### src/rtl/fair_chip_queue.sv
module fair_chip_queue #(
  parameter int DEPTH  = 16,
  parameter int TID_W  = 8,
  parameter int FID_W  = 4,
  parameter int SLOW_W = 8
) (
  input  logic              clk,
  input  logic              rst_n,
  input  logic              ins_valid,
  output logic              ins_ready,
  input  logic [TID_W-1:0]  ins_tid,
  input  logic [FID_W-1:0]  ins_fid,
  input  logic              ins_write,
  input  logic              ins_hi,
  input  logic [SLOW_W-1:0] ins_slow,
  output logic              head_valid,
  input  logic              head_pop,
  output logic [TID_W-1:0]  head_tid,
  output logic [FID_W-1:0]  head_fid,
  output logic              head_write,
  output logic              head_hi,
  output logic [SLOW_W-1:0] head_slow
);
  localparam int CW    = $clog2(DEPTH + 1);
  localparam int S_LO  = TID_W + FID_W;
  localparam int W_BIT = S_LO + SLOW_W;
  localparam int H_BIT = W_BIT + 1;
  localparam int EW    = H_BIT + 1;

  logic [EW-1:0] mem  [DEPTH];
  logic [EW-1:0] post [DEPTH];
  logic [EW-1:0] nxt  [DEPTH];
  logic [CW-1:0] cnt, lo, pcnt, plo, r_beg, r_end, pos;
  logic          do_pop, do_ins;
  logic [EW-1:0] ins_e;

  assign do_pop    = head_pop && (cnt != '0);
  assign ins_ready = (cnt != CW'(DEPTH)) || do_pop;
  assign do_ins    = ins_valid && ins_ready;
  assign ins_e     = {ins_hi, ins_write, ins_slow, ins_fid, ins_tid};

  assign pcnt  = cnt - CW'(do_pop);
  assign plo   = lo - CW'(do_pop && (lo != '0));
  assign r_beg = ins_hi ? plo : '0;
  assign r_end = ins_hi ? pcnt : plo;

  assign head_valid = (cnt != '0);
  assign head_tid   = mem[0][TID_W-1:0];
  assign head_fid   = mem[0][S_LO-1:TID_W];
  assign head_slow  = mem[0][W_BIT-1:S_LO];
  assign head_write = mem[0][W_BIT];
  assign head_hi    = mem[0][H_BIT];

  always_comb begin
    pos = r_beg;
    for (int i = 0; i < DEPTH; i++)
      if (CW'(i) >= r_beg && CW'(i) < r_end && post[i][W_BIT-1:S_LO] >= ins_slow)
        pos = pos + 1'b1;
  end

  for (genvar g = 0; g < DEPTH; g++) begin : g_slot
    if (g == DEPTH - 1) begin : g_last
      assign post[g] = do_pop ? '0 : mem[g];
    end else begin : g_mid
      assign post[g] = do_pop ? mem[g+1] : mem[g];
    end
    if (g == 0) begin : g_first
      assign nxt[g] = (do_ins && pos == '0) ? ins_e : post[g];
    end else begin : g_rest
      assign nxt[g] = (!do_ins || CW'(g) < pos) ? post[g] :
                      (CW'(g) == pos) ? ins_e : post[g-1];
    end
  end

  always_ff @(posedge clk) begin
    if (!rst_n) begin
      cnt <= '0;
      lo  <= '0;
      for (int i = 0; i < DEPTH; i++) mem[i] <= '0;
    end else begin
      cnt <= pcnt + CW'(do_ins);
      lo  <= plo + CW'(do_ins && !ins_hi);
      for (int i = 0; i < DEPTH; i++) mem[i] <= nxt[i];
    end
  end

  p_no_overflow_r10: assert property (@(posedge clk) disable iff (!rst_n)
    cnt <= CW'(DEPTH) && lo <= cnt);

  p_head_light_r2: assert property (@(posedge clk) disable iff (!rst_n)
    lo != '0 |-> !head_hi);

  p_full_refuse_r8: assert property (@(posedge clk) disable iff (!rst_n)
    (cnt == CW'(DEPTH) && !head_pop) |-> !ins_ready);

  p_hold_r8: assert property (@(posedge clk) disable iff (!rst_n)
    (ins_valid && !ins_ready) |=> ($stable(cnt) && $stable(mem[0])));

  p_empty_pop_r7: assert property (@(posedge clk) disable iff (!rst_n)
    (cnt == '0 && head_pop && !ins_valid) |=> !head_valid);

  p_swap_r9: assert property (@(posedge clk) disable iff (!rst_n)
    (cnt == CW'(DEPTH) && head_pop && ins_valid) |=> cnt == CW'(DEPTH));

  for (genvar g = 0; g < DEPTH; g++) begin : g_chk
    p_class_lo_r2: assert property (@(posedge clk) disable iff (!rst_n)
      CW'(g) < lo |-> !mem[g][H_BIT]);
    p_class_hi_r3: assert property (@(posedge clk) disable iff (!rst_n)
      (CW'(g) >= lo && CW'(g) < cnt) |-> mem[g][H_BIT]);
    if (g < DEPTH - 1) begin : g_pair
      p_sorted_r4: assert property (@(posedge clk) disable iff (!rst_n)
        ((CW'(g + 1) < lo) || (CW'(g) >= lo && CW'(g + 1) < cnt)) |->
          mem[g][W_BIT-1:S_LO] >= mem[g+1][W_BIT-1:S_LO]);
    end
  end
endmodule

### config.mk
export PLATFORM = sky130hd
export DESIGN_NAME = fair_chip_queue
export DESIGN_NICKNAME = d
export VERILOG_FILES = /design/src/rtl/fair_chip_queue.sv
export SDC_FILE = /design/constraint.sdc
export NUM_CORES = 1
export LEC_CHECK = 0
export ABC_CLOCK_PERIOD_IN_PS = 20300
export BUFFER_PORTS_ARGS = -buffer_cell sky130_fd_sc_hd__buf_2
export CAP_MARGIN = 5
export CORE_ASPECT_RATIO = 1.1
export CORE_UTILIZATION = 30
export DETAILED_ROUTE_END_ITERATION = 8
export GPL_TIMING_DRIVEN = 0
export PLACE_DENSITY_LB_ADDON = 0.25
export SYNTH_ARGS = -nofsm -noshare
export SYNTH_HDL_FRONTEND = slang
export SYNTH_SLANG_ARGS = --single-unit
### constraint.sdc
create_clock -name clk -period 20.3 [get_ports clk]
set_input_delay 4.06 -clock clk [delete_from_list [all_inputs] [get_ports clk]]
set_output_delay 4.06 -clock clk [all_outputs]
set_load 0.005 [all_outputs]
==> flow_summary.ini, run 1 <==
[clock_network]
cts-root-buf = clkbuf_16
cts_hold_buffers = 0
clock-sinks = 362
clockBufferDepth = 3
cts_tree = built
cts.reportedPaths.clkPinSlew_ps = 60
insertion_delay_ps = 610
cts.htree.levels = 2
numCtsBuffers = 42

[worst_setup_path]
cp.arrival_ps = 20070
required_ps = 20720
cpMaxStageDelayCell = o21ai_1
worstPathMaxFanout = 10
crit_buf_inv = 4
critical-path-max-stage-delay_ps = 850
path_delay_family = compound AO/OA/AOI/OAI gates
path_class = primary input to flop
worstSetupEndpointType = flop
start_kind = primary input
crit_path_frequent_cell = ha_1

[logic_synthesis]
synth.distinct_cells = 101
syn-num-nets = 3444
synth-seq-cells = 362
ys_async_sr_fraction_pct = 0
syn-cell-area_mm2 = 0.0259
synthFlopType = dfxtp_1
syn_inst = 3264
synth-edff-count = 0
ys_warn_count = 0
synth-seq-area-share_pct = 28.0
avgSynthCellArea_um2 = 7.93

[power]
swShare_pct = 49.6
switchingPower_w = 0.00197
leakage_nw = 13.9
sequentialPowerShare_pct = 21.9
peakVddDrop_v = 0.0000853
p_int_w = 0.00201
p_comb_share_pct = 58.1
p_per_area_mw_per_mm2 = 137
clockPowerShare_pct = 19.9

[global_routing]
globalRouteTotalUtil_pct = 23.5
grt_pass1_vias = 24053
overflow = 0
grt_pass1_wl_um = 155000
grt_start_max_net_pins = 18
antenna_found_initial = 7

[layout]
nFillCells = 9233
final_cell_mix = 851 x nand2_1, 387 x mux2i_1, 362 x dfxtp_1
layout_commonest_cell = nand2_1
nets = 3545
drive_gt1_share_pct = 10.0
diodes = 0
syn_to_final_growth_pct = 12.4
fin_area_mm2 = 0.0291

[drt]
routed_wl_um = 104000
first_iter_violations = 2239
drc_errors = 0
vias = 24640
ant_nets = 0
avgRoutedWirePerCell_um = 22.9
vias_per_cell = 5.43
first_pass_iters = 5

[die]
placementRows = 112
coreArea_mm2 = 0.0852
io_pins = 50
die_y_um = 310
dieArea_mm2 = 0.0875
fp.dieW_um = 282
start_util_pct = 30.4

[sta]
worst_slew_pin_slew_ps = 1130
hold_violations = 0
period_share_pct = 96.8
fmax_mhz = 50.9
clock_skew_ps = 35.6
setup_slack_ps = 649
setup_violations = 0
final.min_clock_period_ps = 19650
maxSlewViolCount = 0
slew_headroom_pct = 24.4

[placement]
port_buffers = 46
post-place-ws_ps = -764
place.gp.congestion = 0.929
placed_area_mm2 = 0.0276
post-dp-hpwl_um = 80500

[worst_hold_path]
hold_path_class = flop to flop

[run_status]
status = finished clean

[run]
maxCapViolCount = 0
kinds of logic after synthesis:
logic type	synth area share, %
AOI/OAI and AO/OA	16.7
xor gates and xnor gates	3.64
adders and majority gates	7.44
buffers and inverters	6.54
DFF	28.0
muxes	16.7
and+or+nand+nor	21.0
power by group through the flow:
stage,registers (W),clock network (W),logic [W]
2_1_floorplan,0.000853,0,0.00155
3_3_place_gp,0.000886,0,0.00225
3_5_place_dp,0.000885,0,0.00226
4_1_cts,0.000870,0.000799,0.00227
5_1_grt,0.000881,0.000828,0.00246
6_report,0.000873,0.000792,0.00231
stage by stage:
step | setup TNS [ps] | power, W | util [%] | hold WS [ps] | instances
2_1_floorplan | 0 | 0.00240 | - | 432 | 3264
3_3_place_gp | -89300 | 0.00314 | 32.3 | 445 | 4450
3_5_place_dp | -139550 | 0.00314 | 32.4 | 446 | 4451
4_1_cts | 0 | 0.00394 | 34.0 | 465 | 4525
5_1_grt | -9.02 | 0.00417 | 34.2 | 482 | 4535
6_report | 0 | 0.00398 | 34.2 | 465 | 4535
per-layer routing:
metal	part of all wire, %	global-route usage (%)
met1	44	31.5
met2	46	38.8
met3	7.3	3.63
met4	2.6	6.47
met5	0.031	0
repair_timing:
item / in CTS / in global routing
endpoints found under the setup margin: 56 / 349
resized for setup: 2 / 19
buffers inserted: 0 / 11
sequential cells by signal, summed over array words and instances, names as in the netlist:
name and count:
cnt 5, lo 5, mem 352
Yosys cell counts (all sizes together) (4+ instances only):
cell type	number	area, um2
nand2	851	3190
mux2i	387	3870
dfxtp	362	7250
o22ai	195	1230
ha	154	1930
clkbuf	144	541
o21ai	130	658
buf	116	713
inv	116	435
nor2	105	399
nand3	72	370
o211ai	59	443
a21oi	47	246
nor3	43	231
mux2	39	439
o2bb2ai	39	342
xnor2	39	413
and2	32	200
nand2b	29	181
xor2	25	275
nand4	23	219
a21o	22	165
a211o	18	158
nor2b	16	100
o211a	14	140
and3	13	81.3
o21a	13	98.9
or2	13	81.3
nor4	9	105
o32ai	9	78.8
or3	9	56.3
xnor3	9	208
a2111oi	8	71.3
a211oi	8	70.1
a21boi	7	52.6
a41oi	7	68.8
nor3b	7	75.1
a31oi	6	37.5
o311ai	6	52.6
o31ai	5	42.5
a311oi	4	52.6
a32oi	4	35.0
nand3b	4	30.0
o2111ai	4	35.0
final timing paths:
check                           cells past startpoint                startpoint  slack [ps]                        to
worst max-delay path                               63                  head_pop         650    mem[0][166]$_SDFF_PN0_
worst min-delay path                                1  mem[1][174]$_SDFFE_PN0P_         460  mem[1][174]$_SDFFE_PN0P_
worst max register to register                     64         cnt[1]$_SDFF_PN0_        3450    mem[0][166]$_SDFF_PN0_
worst min register to register                      1  mem[1][174]$_SDFFE_PN0P_         460  mem[1][174]$_SDFFE_PN0P_
final cells by class:
cell class,instances,area [um2],area share (%)
Clock inverter,10,123,0.421
Clock buffer,64,1270,4.38
Buffer,259,1260,4.33
Tap cell,1140,1430,4.90
Sequential cell,362,7250,24.9
Inverter,117,447,1.53
Multi-Input combinational cell,2525,17000,58.4
Timing Repair Buffer,58,318,1.09
No activity file was read; power rests on OpenSTA's default activity.
==> inputs of run 2 (changes only) <==
--- a/config.mk
+++ b/config.mk
@@ -11,3 +11,3 @@
 export CORE_ASPECT_RATIO = 1.1
-export CORE_UTILIZATION = 30
+export CORE_UTILIZATION = 56
 export DETAILED_ROUTE_END_ITERATION = 8
--- a/constraint.sdc
+++ b/constraint.sdc
@@ -3,2 +3,2 @@
 set_output_delay 4.06 -clock clk [all_outputs]
-set_load 0.005 [all_outputs]
+set_load 0.02 [all_outputs]
==> run 2 against run 1 <==
Net effect: cell area shrank 1.9%; maximum frequency grew 0.42%; largest power group unchanged; flip-flop and latch count is the same; sequential share of layout area increased by 0.48 points; final cell count fell by 12%; critical path depth rose by 4; largest cell class unchanged; register-to-register slack lost 120 ps; non-clock buffer count unchanged; wire length shrank 5.7%; clock skew shrank 9.9 ps; first-iteration DRC count grew 29%; setup slack improved by 81 ps.
==> flow_summary.ini, run 2 (same netlist as run 1, synthesis figures left out) <==
[die]
placementRows = 82
dieArea_mm2 = 0.0471
fp.dieW_um = 207
coreArea_mm2 = 0.0456
die_y_um = 228
io_pins = 50
start_util_pct = 56.9

[worst_setup_path]
start_kind = primary input
regToRegEndpoint = mem[1][11]$_SDFF_PN0_
cpMaxStageDelayCell = clkbuf_1
path_class = primary input to flop
cp-startpoint = head_pop
cp.arrival_ps = 20030
timing.rr.start = cnt[1]$_SDFF_PN0_
ff2ff_path_depth = 66
reg2reg_slack_ps = 3330
worstSetupEndpointType = flop
required_ps = 20760
crit_path_frequent_cell = ha_1
worstPathMaxFanout = 10
critical-path-max-stage-delay_ps = 750
critPathCapture = mem[1][11]$_SDFF_PN0_

[power]
swShare_pct = 49.2
peakVddDrop_v = 0.0000888
sequentialPowerShare_pct = 21.7
switchingPower_w = 0.00198
p_per_area_mw_per_mm2 = 141
leakage_nw = 14.0
p_comb_share_pct = 57.5
power_w = 0.00403
p_int_w = 0.00205
clockPowerShare_pct = 20.8

[layout]
layout_commonest_cell = nand2_1
largest_reg_flops = 352
drive_gt1_share_pct = 10.4
nets = 3546
largestRegisters = mem (352), cnt (5), lo (5)
largest_register = mem
nFillCells = 4148
syn_to_final_growth_pct = 10.3
final_cell_mix = 851 x nand2_1, 386 x mux2i_1, 362 x dfxtp_1

[drt]
first_pass_iters = 6
vias = 25552
avgRoutedWirePerCell_um = 24.6
ant_nets = 0
vias_per_cell = 6.41
routed_wl_um = 97900
first_iter_violations = 2897
drc_errors = 0

[sta]
maxSlewViolCount = 0
hold_violations = 0
fmax_mhz = 51.1
tns_ps = 0
rsz0062_at_grt = false
setup_violations = 0
final.min_clock_period_ps = 19570
period_share_pct = 96.4
finalHoldWorstSlack_ps = 464
worst_slew_pin_slew_ps = 1210
slew_headroom_pct = 17.1
clock_skew_ps = 25.6

[global_routing]
grt_pass1_wl_um = 147000
antenna_found_initial = 3
grt_pass1_vias = 24436
globalRouteTotalUtil_pct = 40.6
overflow = 0
grt_start_max_net_pins = 18

[clock_network]
cts_tree = built
cts_hold_buffers = 0
clock-sinks = 362
numCtsBuffers = 43
cts.reportedPaths.clkPinSlew_ps = 60
cts.htree.levels = 2
insertion_delay_ps = 610
cts-root-buf = clkbuf_16
clockBufferDepth = 3

[placement]
port_buffers = 46
post-dp-hpwl_um = 75700
place.gp.congestion = 1.02

[run_status]
status = finished clean

[worst_hold_path]
hold_path_class = flop to flop

[run]
maxCapViolCount = 0
[run 2: routing by layer]
metal	GRT usage, %	wire (um)
met1	53.8	40100
met3	10.8	12100
met5	0	67
met2	63.4	42400
met4	14.9	3180
[run 2: worst max-delay path, delay by kind of cell]
| kind | cells | cell delay (ps) |
|---|---|---|
| simple gates | 21 | 3070 |
| fa+ha+maj | 15 | 4530 |
| mux | 5 | 1740 |
| buf+inv | 10 | 2870 |
| compound gates | 16 | 3740 |
[run 2: worst min-delay path by stage]
stage,startpoint,end,cells after the start
2_1_floorplan,mem[1][154]$_SDFFE_PN0P_,mem[1][154]$_SDFFE_PN0P_,1
3_3_place_gp,mem[1][154]$_SDFFE_PN0P_,mem[1][154]$_SDFFE_PN0P_,1
3_5_place_dp,mem[1][154]$_SDFFE_PN0P_,mem[1][154]$_SDFFE_PN0P_,1
4_1_cts,mem[1][157]$_SDFFE_PN0P_,mem[1][157]$_SDFFE_PN0P_,1
5_1_grt,mem[1][162]$_SDFFE_PN0P_,mem[1][162]$_SDFFE_PN0P_,1
6_report,mem[1][162]$_SDFFE_PN0P_,mem[1][162]$_SDFFE_PN0P_,1
[run 2: area by class of cell]
| class | count | area (um2) | share of cell area (%) |
|---|---|---|---|
| sequential | 362 | 7250 | 25.4 |
| timing repair buffer | 58 | 324 | 1.13 |
| antenna | 1 | 2.50 | 0.00876 |
| clock buffer | 63 | 1280 | 4.49 |
| clock inverter | 15 | 215 | 0.753 |
| multi-input combinational | 2525 | 17000 | 59.7 |
| inverter | 117 | 447 | 1.56 |
| tap | 588 | 736 | 2.58 |
| buffer | 259 | 1270 | 4.44 |
[run 2: power by group through the flow]
stage / logic (W) / clock network [W] / registers (W)
detailed placement: 0.00222 / 0 / 0.000883
global placement: 0.00218 / 0 / 0.000880
global route: 0.00244 / 0.000861 / 0.000879
CTS: 0.00223 / 0.000833 / 0.000868
floorplan: 0.00157 / 0 / 0.000855
finish: 0.00232 / 0.000836 / 0.000874
[run 2: through the flow]
step	instances	instance area (um2)	util, %	setup WS [ps]
final	3988	28600	62.7	731
after global routing	3987	28600	62.7	28.1
after CTS	3979	28400	62.4	70.0
after detailed placement	3901	26900	59.1	-747
after global placement	3898	26900	59.0	-513
after floorplan	3264	25900	-	2710
[run 2: what timing repair did]
item / 4_1_cts / 5_1_grt
resized for setup: 1 / 36
setup endpoints to repair: 20 / 352
pin swaps: 0 / 2
hold endpoints to repair: 0 / 0
setup buffers: 0 / 8
